<file path="src/rtl/vtm_pkg.sv">
package vtm_pkg;
    localparam int SAMP_W = 12;
    localparam int LINE_W = 11;
    localparam int HIST_N = 3;

    typedef struct packed {
        logic [SAMP_W-1:0] act_samp;
        logic [SAMP_W-1:0] tot_samp;
        logic [LINE_W-1:0] act_lines;
        logic [LINE_W-1:0] tot_lines;
    } geom_t;
endpackage

</file>
<file path="src/rtl/vtm_line_meter.sv">
module vtm_line_meter
    import vtm_pkg::*;
(
    input  logic              clk,
    input  logic              rst_n,
    input  logic              vid_de,
    input  logic              vid_hs,
    input  logic              vid_vs,
    input  logic              vid_field,
    output logic              line_done,
    output logic [SAMP_W-1:0] line_tot,
    output logic [SAMP_W-1:0] line_act,
    output logic              stable,
    output logic              vs_evt,
    output logic              vs_field
);
    typedef struct packed {
        logic                          hs_q;
        logic                          vs_q;
        logic                          seen_hs;
        logic [SAMP_W-1:0]             cnt_tot;
        logic [SAMP_W-1:0]             cnt_act;
        logic                          done;
        logic [SAMP_W-1:0]             tot;
        logic [SAMP_W-1:0]             act;
        logic [HIST_N-1:0][SAMP_W-1:0] hist;
        logic [HIST_N-1:0]             hval;
        logic                          stable;
        logic                          vs_evt;
        logic                          vs_field;
    } lm_state_t;

    lm_state_t s_q, s_d;
    logic      hs_rise;
    logic [HIST_N*HIST_N-1:0] pair_eq;

    // pairwise match matrix over the line-length history (upper triangle only)
    for (genvar i = 0; i < HIST_N; i++) begin : g_row
        for (genvar j = 0; j < HIST_N; j++) begin : g_col
            if (j > i) begin : g_pair
                assign pair_eq[i*HIST_N+j] = s_d.hval[i] && s_d.hval[j] &&
                                             (s_d.hist[i] == s_d.hist[j]);
            end else begin : g_none
                assign pair_eq[i*HIST_N+j] = 1'b0;
            end
        end
    end

    assign hs_rise = vid_hs && !s_q.hs_q;

    always_comb begin
        s_d        = s_q;
        s_d.done   = 1'b0;
        s_d.vs_evt = 1'b0;
        s_d.hs_q   = vid_hs;
        s_d.vs_q   = vid_vs;
        if (hs_rise) begin
            if (s_q.seen_hs) begin
                s_d.done = 1'b1;
                s_d.tot  = s_q.cnt_tot;
                s_d.act  = s_q.cnt_act;
                for (int k = HIST_N-1; k > 0; k--) begin
                    s_d.hist[k] = s_q.hist[k-1];
                    s_d.hval[k] = s_q.hval[k-1];
                end
                s_d.hist[0] = s_q.cnt_tot;
                s_d.hval[0] = 1'b1;
            end
            s_d.seen_hs = 1'b1;
            s_d.cnt_tot = SAMP_W'(1);
            s_d.cnt_act = SAMP_W'(vid_de);
        end else begin
            if (s_q.cnt_tot != '1) s_d.cnt_tot = s_q.cnt_tot + 1'b1;
            if (vid_de && s_q.cnt_act != '1) s_d.cnt_act = s_q.cnt_act + 1'b1;
        end
        if (vid_vs && !s_q.vs_q) begin
            s_d.vs_evt   = 1'b1;
            s_d.vs_field = vid_field;
        end
    end

    // stable flag registered from the pairwise matches of the next history
    logic stable_d;
    assign stable_d = |pair_eq;

    always_ff @(posedge clk) begin
        if (!rst_n) begin
            s_q <= '0;
        end else begin
            s_q        <= s_d;
            s_q.stable <= stable_d;
        end
    end

    assign line_done = s_q.done;
    assign line_tot  = s_q.tot;
    assign line_act  = s_q.act;
    assign stable    = s_q.stable;
    assign vs_evt    = s_q.vs_evt;
    assign vs_field  = s_q.vs_field;
endmodule

</file>
<file path="src/rtl/vtm_field_meter.sv">
module vtm_field_meter
    import vtm_pkg::*;
(
    input  logic              clk,
    input  logic              rst_n,
    input  logic              line_done,
    input  logic [SAMP_W-1:0] line_tot,
    input  logic [SAMP_W-1:0] line_act,
    input  logic              vs_evt,
    input  logic              vs_field,
    input  logic              vid_lock,
    output logic              res_valid,
    output logic              interlaced,
    output geom_t             geom_f0,
    output geom_t             geom_f1
);
    typedef struct packed {
        logic              seen_vs;
        logic              prev_field;
        logic [LINE_W-1:0] lcnt_tot;
        logic [LINE_W-1:0] lcnt_act;
        logic [SAMP_W-1:0] last_act;
        logic [SAMP_W-1:0] last_tot;
        logic              interlaced;
        logic              res_valid;
        logic [1:0]        hval;
        geom_t [1:0]       hist;
        geom_t [1:0]       shown;
    } fm_state_t;

    fm_state_t s_q, s_d;
    geom_t     cur;
    logic      add_tot, add_act, par, ilace_new;
    logic [SAMP_W-1:0] act_now, tot_now;

    always_comb begin
        add_tot = line_done;
        add_act = line_done && (line_act != '0);
        act_now = add_act   ? line_act : s_q.last_act;
        tot_now = line_done ? line_tot : s_q.last_tot;

        cur.act_samp  = act_now;
        cur.tot_samp  = tot_now;
        cur.act_lines = s_q.lcnt_act + LINE_W'(add_act);
        cur.tot_lines = s_q.lcnt_tot + LINE_W'(add_tot);

        par       = s_q.prev_field;
        ilace_new = vs_field != s_q.prev_field;

        s_d          = s_q;
        s_d.last_act = act_now;
        s_d.last_tot = tot_now;

        if (vs_evt) begin
            if (s_q.seen_vs) begin
                s_d.interlaced = ilace_new;
                if (ilace_new) begin
                    s_d.shown[par] = cur;
                end else begin
                    s_d.shown[0] = cur;
                    s_d.shown[1] = cur;
                end
                if (s_q.hval[par]) begin
                    s_d.res_valid = (s_q.hist[par] == cur);
                end
                s_d.hist[par] = cur;
                s_d.hval[par] = 1'b1;
            end
            s_d.seen_vs    = 1'b1;
            s_d.prev_field = vs_field;
            s_d.lcnt_tot   = '0;
            s_d.lcnt_act   = '0;
        end else begin
            if (add_tot && s_q.lcnt_tot != '1) s_d.lcnt_tot = s_q.lcnt_tot + 1'b1;
            if (add_act && s_q.lcnt_act != '1) s_d.lcnt_act = s_q.lcnt_act + 1'b1;
        end

        if (!vid_lock) begin
            s_d.res_valid = 1'b0;
            s_d.hval      = '0;
        end
    end

    always_ff @(posedge clk) begin
        if (!rst_n) s_q <= '0;
        else        s_q <= s_d;
    end

    assign res_valid  = s_q.res_valid;
    assign interlaced = s_q.interlaced;
    assign geom_f0    = s_q.shown[0];
    assign geom_f1    = s_q.shown[1];
endmodule

</file>
<file path="src/rtl/vtm_regs.sv">
module vtm_regs
    import vtm_pkg::*;
#(
    parameter int ADDR_W = 4,
    parameter int DATA_W = 32,
    parameter int LVL_W  = 10
) (
    input  logic              clk,
    input  logic              rst_n,
    input  logic [ADDR_W-1:0] reg_addr,
    input  logic              reg_wr,
    input  logic [DATA_W-1:0] reg_wdata,
    input  logic              producing,
    input  logic              interlaced,
    input  logic              stable,
    input  logic              res_valid,
    input  logic              vid_lock,
    input  logic              vs_evt,
    input  logic              buf_overflow,
    input  logic [LVL_W-1:0]  buf_level,
    input  geom_t             geom_f0,
    input  geom_t             geom_f1,
    output logic [DATA_W-1:0] reg_rdata,
    output logic              ovf,
    output logic              int_upd,
    output logic              int_eof,
    output logic              irq
);
    localparam int BIT_OVF = 9;
    localparam int BIT_UPD = 1;
    localparam int BIT_EOF = 2;

    typedef struct packed {
        logic       ovf;
        logic       int_upd;
        logic       int_eof;
        logic [2:0] prev_flags;
    } rg_state_t;

    rg_state_t s_q, s_d;
    logic      wr_status, wr_int;
    logic [2:0] flags;
    logic       unused_wbits;

    assign unused_wbits = ^{reg_wdata[DATA_W-1:BIT_OVF+1], reg_wdata[BIT_OVF-1:BIT_EOF+1],
                            reg_wdata[0]};

    assign wr_status = reg_wr && (reg_addr == ADDR_W'(1));
    assign wr_int    = reg_wr && (reg_addr == ADDR_W'(2));
    assign flags     = {res_valid, interlaced, stable};

    always_comb begin
        s_d            = s_q;
        s_d.prev_flags = flags;
        if (wr_status && reg_wdata[BIT_OVF]) s_d.ovf     = 1'b0;
        if (wr_int && reg_wdata[BIT_UPD])    s_d.int_upd = 1'b0;
        if (wr_int && reg_wdata[BIT_EOF])    s_d.int_eof = 1'b0;
        // new events take precedence over a clear in the same cycle
        if (buf_overflow)                    s_d.ovf     = 1'b1;
        if (flags != s_q.prev_flags)         s_d.int_upd = 1'b1;
        if (vs_evt && producing)             s_d.int_eof = 1'b1;
    end

    always_ff @(posedge clk) begin
        if (!rst_n) s_q <= '0;
        else        s_q <= s_d;
    end

    always_comb begin
        reg_rdata = '0;
        case (reg_addr)
            ADDR_W'(1): reg_rdata = DATA_W'({vid_lock, res_valid, s_q.ovf, stable,
                                             interlaced, 6'b0, producing});
            ADDR_W'(2): reg_rdata = DATA_W'({s_q.int_eof, s_q.int_upd, 1'b0});
            ADDR_W'(3): reg_rdata = DATA_W'(buf_level);
            ADDR_W'(4): reg_rdata = DATA_W'(geom_f0.act_samp);
            ADDR_W'(5): reg_rdata = DATA_W'(geom_f0.act_lines);
            ADDR_W'(6): reg_rdata = DATA_W'(geom_f1.act_lines);
            ADDR_W'(7): reg_rdata = DATA_W'(geom_f0.tot_samp);
            ADDR_W'(8): reg_rdata = DATA_W'(geom_f0.tot_lines);
            ADDR_W'(9): reg_rdata = DATA_W'(geom_f1.tot_lines);
            default:    reg_rdata = '0;
        endcase
    end

    logic unused_f1_samp;
    assign unused_f1_samp = ^{geom_f1.act_samp, geom_f1.tot_samp};

    assign ovf     = s_q.ovf;
    assign int_upd = s_q.int_upd;
    assign int_eof = s_q.int_eof;
    assign irq     = s_q.int_upd || s_q.int_eof;
endmodule

</file>
<file path="src/rtl/vid_timing_monitor.sv">
module vid_timing_monitor
    import vtm_pkg::*;
#(
    parameter int ADDR_W = 4,
    parameter int DATA_W = 32,
    parameter int LVL_W  = 10
) (
    input  logic              clk,
    input  logic              rst_n,
    input  logic              vid_de,
    input  logic              vid_hs,
    input  logic              vid_vs,
    input  logic              vid_field,
    input  logic              vid_lock,
    input  logic [LVL_W-1:0]  buf_level,
    input  logic              buf_overflow,
    input  logic [ADDR_W-1:0] reg_addr,
    input  logic              reg_wr,
    input  logic [DATA_W-1:0] reg_wdata,
    output logic [DATA_W-1:0] reg_rdata,
    output logic              irq
);
    logic              line_done, stable, vs_evt, vs_field;
    logic [SAMP_W-1:0] line_tot, line_act;
    logic              res_valid, interlaced, producing;
    logic              ovf, int_upd, int_eof;
    geom_t             geom_f0, geom_f1;

    assign producing = res_valid && vid_lock;

    vtm_line_meter u_line (
        .clk       (clk),
        .rst_n     (rst_n),
        .vid_de    (vid_de),
        .vid_hs    (vid_hs),
        .vid_vs    (vid_vs),
        .vid_field (vid_field),
        .line_done (line_done),
        .line_tot  (line_tot),
        .line_act  (line_act),
        .stable    (stable),
        .vs_evt    (vs_evt),
        .vs_field  (vs_field)
    );

    vtm_field_meter u_field (
        .clk        (clk),
        .rst_n      (rst_n),
        .line_done  (line_done),
        .line_tot   (line_tot),
        .line_act   (line_act),
        .vs_evt     (vs_evt),
        .vs_field   (vs_field),
        .vid_lock   (vid_lock),
        .res_valid  (res_valid),
        .interlaced (interlaced),
        .geom_f0    (geom_f0),
        .geom_f1    (geom_f1)
    );

    vtm_regs #(
        .ADDR_W (ADDR_W),
        .DATA_W (DATA_W),
        .LVL_W  (LVL_W)
    ) u_regs (
        .clk          (clk),
        .rst_n        (rst_n),
        .reg_addr     (reg_addr),
        .reg_wr       (reg_wr),
        .reg_wdata    (reg_wdata),
        .producing    (producing),
        .interlaced   (interlaced),
        .stable       (stable),
        .res_valid    (res_valid),
        .vid_lock     (vid_lock),
        .vs_evt       (vs_evt),
        .buf_overflow (buf_overflow),
        .buf_level    (buf_level),
        .geom_f0      (geom_f0),
        .geom_f1      (geom_f1),
        .reg_rdata    (reg_rdata),
        .ovf          (ovf),
        .int_upd      (int_upd),
        .int_eof      (int_eof),
        .irq          (irq)
    );
endmodule

</file>
<file path="config.mk">
export PLATFORM = sky130hd
export DESIGN_NAME = vid_timing_monitor
export DESIGN_NICKNAME = d
export VERILOG_FILES = /design/src/rtl/vtm_pkg.sv /design/src/rtl/vtm_line_meter.sv /design/src/rtl/vtm_field_meter.sv /design/src/rtl/vtm_regs.sv /design/src/rtl/vid_timing_monitor.sv
export SDC_FILE = /design/constraint.sdc
export NUM_CORES = 1
export LEC_CHECK = 0
export ABC_CLOCK_PERIOD_IN_PS = 4400
export BUFFER_PORTS_ARGS = -buffer_cell sky130_fd_sc_hd__buf_2
export CAP_MARGIN = 20
export CORE_MARGIN = 2
export CORE_UTILIZATION = 60
export CTS_BUF_LIST = sky130_fd_sc_hd__clkbuf_8
export CTS_CLUSTER_DIAMETER = 30
export DETAILED_ROUTE_END_ITERATION = 7
export GPL_TIMING_DRIVEN = 0
export PLACE_DENSITY = 0.75
export SLEW_MARGIN = 40
export SYNTH_ARGS = -nofsm -noshare
export SYNTH_HDL_FRONTEND = slang
export SYNTH_HIERARCHICAL = 1
export SYNTH_SLANG_ARGS = --single-unit
</file>
<file path="constraint.sdc">
create_clock -name clk -period 4.4 [get_ports clk]
set_input_delay 0.22 -clock clk [delete_from_list [all_inputs] [get_ports clk]]
set_output_delay 0.22 -clock clk [all_outputs]
set_load 0.02 [all_outputs]
</file>
[After elaboration in Yosys (flattened, before gate mapping)]
Index checks and enable logic that the tools add are counted.
W data, S select, Z words.
Cells by class
  $add $sub $neg: 6
  order comparisons: 2
  equality and inequality tests: 19
  multiplexer cells: 26
  bitwise operators: 2
  reductions and logical operators: 37
Operators by type and width (number)
  $bwmux W92: 2
  $mux W46: 3
  $pmux W12 S9: 1
  $mux W92: 1
  $mux W64: 1
  $demux W46 S1: 1
  $eq A46 B46 Y1: 1
  $mux W39: 1
  $eq A12 B12 Y1: 3
  $mux W12: 3
  $add A12 B1 Y12 const B: 2
  $ne A12 B12 Y1 const B: 2
  $add A11 B1 Y11: 2
  $add A11 B1 Y11 const B: 2
  $ne A11 B11 Y1 const B: 2
  $logic_and A1 B1 Y1: 20
  $eq A4 B3 Y1 const B: 4
  $mux W13: 1
  $reduce_bool A12 Y1: 1
  $mux W1: 10
  $reduce_bool A2 Y1: 5
  $eq A4 B2 Y1 const B: 2
  $eq A4 B4 Y1 const B: 2
  $reduce_and A2 Y1: 4
  other kinds (14): 16
Storage, ports and cells
  flip-flop bits (word level): 336
  input port bits: 55
  word-level logic and storage cells: 138

[Longest topological paths before layout]
Gate-level depths: netlist (run 1).
  depth after elaboration: 6
  mapped depth: 15

[Hierarchy]
The synthesis (run 1) kept the hierarchy.
By module, submodules not included
  vtm_field_meter: times used 1, cells an instance 1172, area each 10817.9 µm², sequential area each 4724.5 µm²
  vtm_line_meter: times used 1, cells an instance 561, area each 4649.5 µm², sequential area each 1881.8 µm²
  vtm_regs: times used 1, cells an instance 195, area each 1492.7 µm², sequential area each 120.1 µm²
  vid_timing_monitor: times used 1, cells an instance 1, area each 6.3 µm², sequential area each 0.0 µm²

[Worst setup path after synthesis (run 1)]
OpenSTA, ideal clock, no wires.
  path kind: reg2reg
  start point: register u_line.s_q, in the netlist u_line/line_done
  end point: register u_field.s_q, in the netlist u_field/res_valid
  data arrival time: 3.325 ns
  data required time: 4.331 ns
  setup slack: 1.006 ns
  cell stages (with the launch flop): 16
  clock period less this slack: 3.394 ns
  cell sequence: dfxtp_1 buf_2 buf_4 inv_1 a31o_2 clkbuf_1 inv_1 ha_1 ha_1 xor2_1 xnor2_1 nor3_2 o2111ai_1 or4_1 or4_1 o21ai_1
On the way
  longest elaborated chain between the ends: 3
  elaborated cells on any way between the ends: 6
  classes of those cells: add/sub (2); eq/ne (1); mux (2); reduce/logical (1)
RTL lines
  start: declaration: RTL line vtm_line_meter.sv:33  | lm_state_t s_q, s_d;
  $logic_and A1 B1 Y1: RTL line vtm_field_meter.sv:38  | add_act = line_done && (line_act != '0);
  $add A11 B1 Y11 or $mux W12 (tied branches): RTL line vtm_field_meter.sv:44, vtm_field_meter.sv:39
  $eq A46 B46 Y1 *: RTL line vtm_field_meter.sv:64  | s_d.res_valid = (s_q.hist[par] == cur);
  end signal: assignment: RTL line vtm_field_meter.sv:85  | if (!rst_n) s_q <= '0;
  end signal: assignment: RTL line vtm_field_meter.sv:86  | else s_q <= s_d;
  end: declaration: RTL line vtm_field_meter.sv:31  | fm_state_t s_q, s_d;
Every way passes the cells marked *; elsewhere a longest branch is shown, timed or not.
A chain may end at the register's enable or synchronous reset.

==> results of run 1 <==
## final cells by class
type | instances | area share
inverters | 32 | 0.00655
clock buffers | 84 | 0.0631
plain buffers | 254 | 0.0823
multi-input cells | 1236 | 0.450
clock inverters | 31 | 0.0214
repair buffers | 43 | 0.0134
flip-flops and latches | 312 | 0.341
well taps | 335 | 0.0229
## state kept, by name, summed over array words and instances (netlist names)
register            cells
u_field/geom_f0        46
u_field/geom_f1        22
u_field/interlaced      1
u_field/par             1
u_field/res_valid       1
u_field/s_q           141
u_line/line_act        12
u_line/line_done        1
u_line/line_tot        12
u_line/s_q             66
u_line/stable           1
u_line/vs_evt           1
u_line/vs_field         1
u_regs/int_eof          1
u_regs/int_upd          1
u_regs/ovf              1
u_regs/s_q              3
## per-layer routing
layer	vias to the layer above	track usage	part of all wire
li1	6390	-	-
met1	6462	0.419	0.45
met2	508	0.506	0.45
met3	102	0.0501	0.068
met4	0	0.121	0.031
met5	-	0	0
## power by group
group | leakage [nW] | total (mW) | switching (mW) | internal [mW]
logic | 4.64 | 0.338 | 0.214 | 0.124
clock network | 0.808 | 3.55 | 1.30 | 2.25
registers | 2.52 | 2.86 | 0.0164 | 2.85
total | 7.96 | 6.75 | 1.53 | 5.22
## repair_timing
action,in CTS,in global routing
resized for setup,5,4
endpoints found under the hold margin,8,0
endpoints found under the setup margin,1,1
hold buffers,6,0
## worst reg2reg max path, stage by stage, from the launching register on
cell and delay (ps):
dfxtp_1 310, buf_4 130, nor4_1 370, a31o_2 290, clkbuf_1 370, inv_1 130, ha_1 220, ha_2 430
xnor2_1 100, nor4_1 240, o2111ai_1 280, or4_4 640, or4_1 500, o21ai_1 140
## metrics by stage
stage	total power, mW	area [µm²]	hold slack [ps]	setup WS, ps
floorplan	3.14	16100	337	1010
global placement	3.24	16700	433	-241
detailed placement	3.25	16700	443	-290
CTS	6.79	18300	1.92	4.06
global route	6.95	18300	32.6	69.0
finish	6.75	18300	36.7	183
## how the worst max path moves through the flow
stage	slack, ps	cells past startpoint	endpoint	from
after global routing	70	13	u_field/res_valid	u_line/line_act[0]
after CTS	4	15	u_field/res_valid	u_line/line_done
after global placement	-240	15	u_field/res_valid	u_line/line_done
final	180	13	u_field/res_valid	u_line/line_act[0]
after detailed placement	-290	15	u_field/res_valid	u_line/line_done
after floorplan	1010	15	u_field/res_valid	u_line/line_done
==> impl_results.md, run 1 <==
- Cells on worst reg2reg path: 13
- Worst path top cell family by delay: simple AND/OR/NAND/NOR gates
- Final Hold Viols: 0
- Least-Margin Pin Slew: 873 ps
- LEAKAGE: 7.96 nW
- Vias in the first global route: 13,000
- Clk slew on worst S/H paths: 60 ps
- Critical-path top delay cell: or4_4
- Worst R2R End: u_field/res_valid
- Final worst path period need: 4220 ps
- CP Launch Type: flop
- Hold depth: 2
- DIE WIDTH: 167 µm
- CP peak stage delay: 640 ps
- Clock buffer count from CTS: 67
- HP Start: rst_n
- Commonest non-fill, non-tap cell in the layout: dfxtp_1
- Start of the worst register-to-register path: u_line/line_act[0]
- TritonCTS clock tree: yes
- Final Util: 0.702
- Largest net degree at the start of global routing: 13
- CP Class: reg2reg
- H-tree depth: 3
- Multi-input gate area: 0.00825 mm²
- Power Dens Cells: 368 mW/mm²
- Max Cap Viol: 0
- Vias per std cell: 5.79
- Drt drc: 12
- Post-route ant nets: 0
- Critical path, cell by cell: buf_4 > nor4_1 > a31o_2 > clkbuf_1 > inv_1 > ha_1 > ha_2 > xnor2_1 > nor4_1 > o2111ai_1 > or4_4 > or4_1 > o21ai_1
- Setup Buffers After CTS: 0
- CP required: 4900 ps
- Commonest cells after routing, fill and taps aside: dfxtp_1 (312), nand2_1 (278), buf_4 (122), clkbuf_1 (88)
- Fillers: 2,099
- Die Ht: 167 µm
- Worst setup EP type: flop
- YS warnings: 6
- Layout area overhead: 14.6%
- Slew HR: 0.414
- Setup Viol. Count Final: 0
- Worst Skew: 21.9 ps
- F_max: 237 MHz
- Setup TNS: 0 ps
- Pre-antenna DRT Iters: 8
- Synth Cell Area: 0.0160 mm²
- Cell count after synthesis: 1,816
- Clock Latency Late Sink: 560 ps
- WL final: 44,000 µm
- Non-filler cells, final: 2,327
- Endpoint, Worst Hold: u_regs/ovf
- Layout cell share with drive strength beyond 1: 0.162
- Failing checks: DRC
- R2r setup slk: 180 ps
- IO Port Bufs: 37
- Final worst-path cycle share: 0.958
- Drt first-iter violations: 1,177
- Crit path max fanout: 10
- Via count: 13,500
- WP data arrival: 4720 ps
- Area of the core: 0.0261 mm²
- Nets: 2,011
- Ant diodes: 0
- Global placer's final weighted congestion: 1.04
- Status: finished with violations
- Clock buffer depth: 3
- First-pass GRT wire length: 69,500 µm
- Buf/Inv on CP: 3
- Root buffer cell: clkbuf_8
- # rows: 59
- Gr usage total: 0.312
- Die Area: 0.0280 mm²
- Initial antenna violation count: 1
- Aggregate global routing overflow: 0
- Footprint of the flip-flops and latches: 0.00625 mm²
- Drt wl/cell: 18.9 µm
- Starting density of the core: 0.612
- Most common cell type on the critical path: nor4_1
- Worst VDD drop: 0.000444 V
- Hold Crit Class: in2reg
- Mean post-synth cell area: 8.81 µm²
- Inst Count DP: 2,207
- # IOs: 88
- Clock sinks: 312
- Final HPWL from detailed placement: 32,100 µm
- RSZ-0062 raised after global routing: false
- Max-slew violations: 0
Power figures use the tool's default switching activity.
==> inputs of run 2 (changes only) <==
--- a/config.mk
+++ b/config.mk
@@ -14,9 +14,8 @@
 export CTS_CLUSTER_DIAMETER = 30
 export DETAILED_ROUTE_END_ITERATION = 7
 export GPL_TIMING_DRIVEN = 0
-export PLACE_DENSITY = 0.75
+export PLACE_DENSITY = 0.76
 export SLEW_MARGIN = 40
 export SYNTH_ARGS = -nofsm -noshare
 export SYNTH_HDL_FRONTEND = slang
-export SYNTH_HIERARCHICAL = 1
 export SYNTH_SLANG_ARGS = --single-unit
==> run 2 against run 1 <==
  * The run now ends clean
  * Routed wire length down 7.0%
  * Count of clock-buffer cells in the layout down 12
  * Register-to-register slack better by 90 ps
  * Synthesized area down 12%
  * Worst hold slack better by 50 ps
  * Critical path type unchanged
  * Highest routed layer is now met5
==> impl_results.md, run 2 <==
- Clock buffer depth: 3
- Die Ht: 157 µm
- Crit path max fanout: 10
- YS warnings: 0
- Final worst-path cycle share: 0.937
- Largest net degree at the start of global routing: 18
- Vias per std cell: 5.83
- Commonest cells after routing, fill and taps aside: dfxtp_1 (312), nor2_1 (245), nand2_1 (180), a21oi_1 (93), a211oi_1 (87)
- Initial antenna violation count: 1
- Layout cell share with drive strength beyond 1: 0.118
- Area share of the largest cell type after synthesis: 0.442
- Post-synthesis xor/xnor area fraction: 0.100
- Power Dens Cells: 392 mW/mm²
- Clk slew on worst S/H paths: 60 ps
- Share of synthesized area spent on multiplexers: 0.0608
- Clock buffer count from CTS: 60
- Synth Cell Area: 0.0141 mm²
- Max reg flops: 141
- Drt wl/cell: 19.3 µm
- Final Util: 0.701
- WL final: 41,000 µm
- DIE WIDTH: 157 µm
- F_max: 243 MHz
- Drt drc: 0
- Final worst path period need: 4120 ps
- Setup Buffers After CTS: 0
- Post-route ant nets: 0
- Clock Latency Late Sink: 620 ps
- Status: finished, final reports clean
- Main synth FF type: dfxtp_1
- LEAKAGE: 5.87 nW
- Layout area overhead: 15.5%
- Setup TNS: 0 ps
- Worst VDD drop: 0.000296 V
- Area of the core: 0.0233 mm²
- Multi-input gate area: 0.00726 mm²
- Worst setup EP type: flop
- RSZ-0062 raised after global routing: false
- Critical-path top delay cell: or3_1
- Fillers: 1,918
- Pre-antenna DRT Iters: 6
- Max-slew violations: 0
- CP Class: reg2reg
- Post-synth top area cell: dfxtp_1
- Die Area: 0.0248 mm²
- Post-Synth Adder-Cell Area: 0.00886
- Most common cell type on the critical path: xnor2_1
- Inst Count DP: 1,996
- Final Hold Viols: 0
- Sequential share of the synthesized area: 0.442
- Asr flop ratio synth: 0
- Complex-gate fraction of the synthesized area: 0.156
- CP required: 4940 ps
- Max Cap Viol: 0
- Vias in the first global route: 11,900
- Critical path, cell by cell: buf_4 > buf_2 > o31ai_4 > buf_6 > inv_1 > ha_1 > nand4_1 > or2_1 > xnor2_1 > xnor2_1 > or3_1 > or4_1 > o21ai_1
- Starting density of the core: 0.607
- Final HPWL from detailed placement: 29,800 µm
- Largest family of logic cells by synthesized area: simple AND/OR/NAND/NOR gates
- Clock sinks: 312
- Cell count after synthesis: 1,620
- Hold Crit Class: in2reg
- Biggest register: u_field.s_q
- Slew HR: 0.431
- Largest cells by area after synthesis: dfxtp_1 (44%), nor2_1 (6.5%), mux2i_1 (5.6%)
- Drt first-iter violations: 1,034
- First-pass GRT wire length: 63,300 µm
- TritonCTS clock tree: yes
- WP data arrival: 4660 ps
- CP peak stage delay: 480 ps
- Global placer's final weighted congestion: 0.978
- Root buffer cell: clkbuf_8
- Pwr Total: 6.40 mW
- EDFF count, synth: 0
- Via count: 12,400
- # IOs: 88
- Aggregate global routing overflow: 0
- Mean post-synth cell area: 8.72 µm²
- CP Launch Type: flop
- # rows: 56
- Nets: 1,816
- #FFs+latches synth: 312
- Top-count cell post-synth: dfxtp_1
- Synth unique cells: 66
- Footprint of the flip-flops and latches: 0.00625 mm²
- Post-synth top cells: dfxtp_1 (312), nor2_1 (246), nand2_1 (180), a21oi_1 (93), a211oi_1 (87)
- Non-filler cells, final: 2,121
- Commonest non-fill, non-tap cell in the layout: dfxtp_1
- IO Port Bufs: 38
- H-tree depth: 2
- Worst Skew: 31.1 ps
- Gr usage total: 0.330
- Synth Area in Simple Gates: 0.182
- Least-Margin Pin Slew: 854 ps
- Setup Viol. Count Final: 0
## run 2: final timing paths
path	from	to	slack [ps]	cells after the start
setup / recovery	u_line.line_done	u_field.res_valid	280	13
hold / removal	rst_n	u_field.geom_f0[31]	90	3
setup reg to reg	u_line.line_done	u_field.res_valid	280	13
hold reg to reg	u_line.line_tot[6]	u_line.line_tot[6]	460	2
## run 2: per-stage QoR
stage / setup WS [ps] / hold WS [ps] / instance area, µm²
2_1_floorplan: 1320 / 337 / 14200
3_3_place_gp: 516 / 438 / 14800
3_5_place_dp: 460 / 441 / 14800
4_1_cts: 394 / 53.2 / 16300
5_1_grt: 150 / 126 / 16300
6_report: 278 / 86.4 / 16300
## run 2: layout make-up
type	instances	share of cell area
flip-flops and latches	312	0.383
clock inverters	40	0.0252
inverters	13	0.00299
clock buffers	72	0.0607
well taps	319	0.0245
plain buffers	133	0.0398
repair buffers	50	0.0190
multi-input cells	1181	0.445
diodes	1	0.000153
## run 2: cells by family (layout without fill, tap and decap cells)
logic type | Yosys count | after routing
AOI/OAI and AO/OA | 332 | 332
xor gates and xnor gates | 155 | 155
adders and majority gates | 10 | 10
buffers and inverters | 146 | 308
DFF | 312 | 312
muxes | 83 | 83
other | 1 | 21
and+or+nand+nor | 581 | 581
## run 2: worst max-delay path: cells and delay by family, from the launching register on
kind	cells	cell delay [ps]
AOI/OAI and AO/OA	2	330
xor gates and xnor gates	2	550
adders and majority gates	1	300
buffers and inverters	4	1030
DFF	1	380
and+or+nand+nor	4	1430
## run 2: repair_timing
action	CTS	global route
gates resized for setup	0	0
hold endpoints to repair	12	0
hold buffers	12	0
setup endpoints to repair	0	0
## run 2: layer usage
| metal | GRT usage | up-vias | wire (µm) |
|---|---|---|---|
| li1 | - | 5871 | - |
| met1 | 0.388 | 5804 | 16300 |
| met2 | 0.554 | 525 | 19200 |
| met3 | 0.0597 | 153 | 2900 |
| met4 | 0.211 | 2 | 2590 |
| met5 | 0 | - | 11 |
## run 2: report_power, final
part	internal (mW)	total, mW	switching, mW
combinational	0.0948	0.300	0.205
clock	1.92	3.24	1.31
sequential	2.85	2.87	0.0184
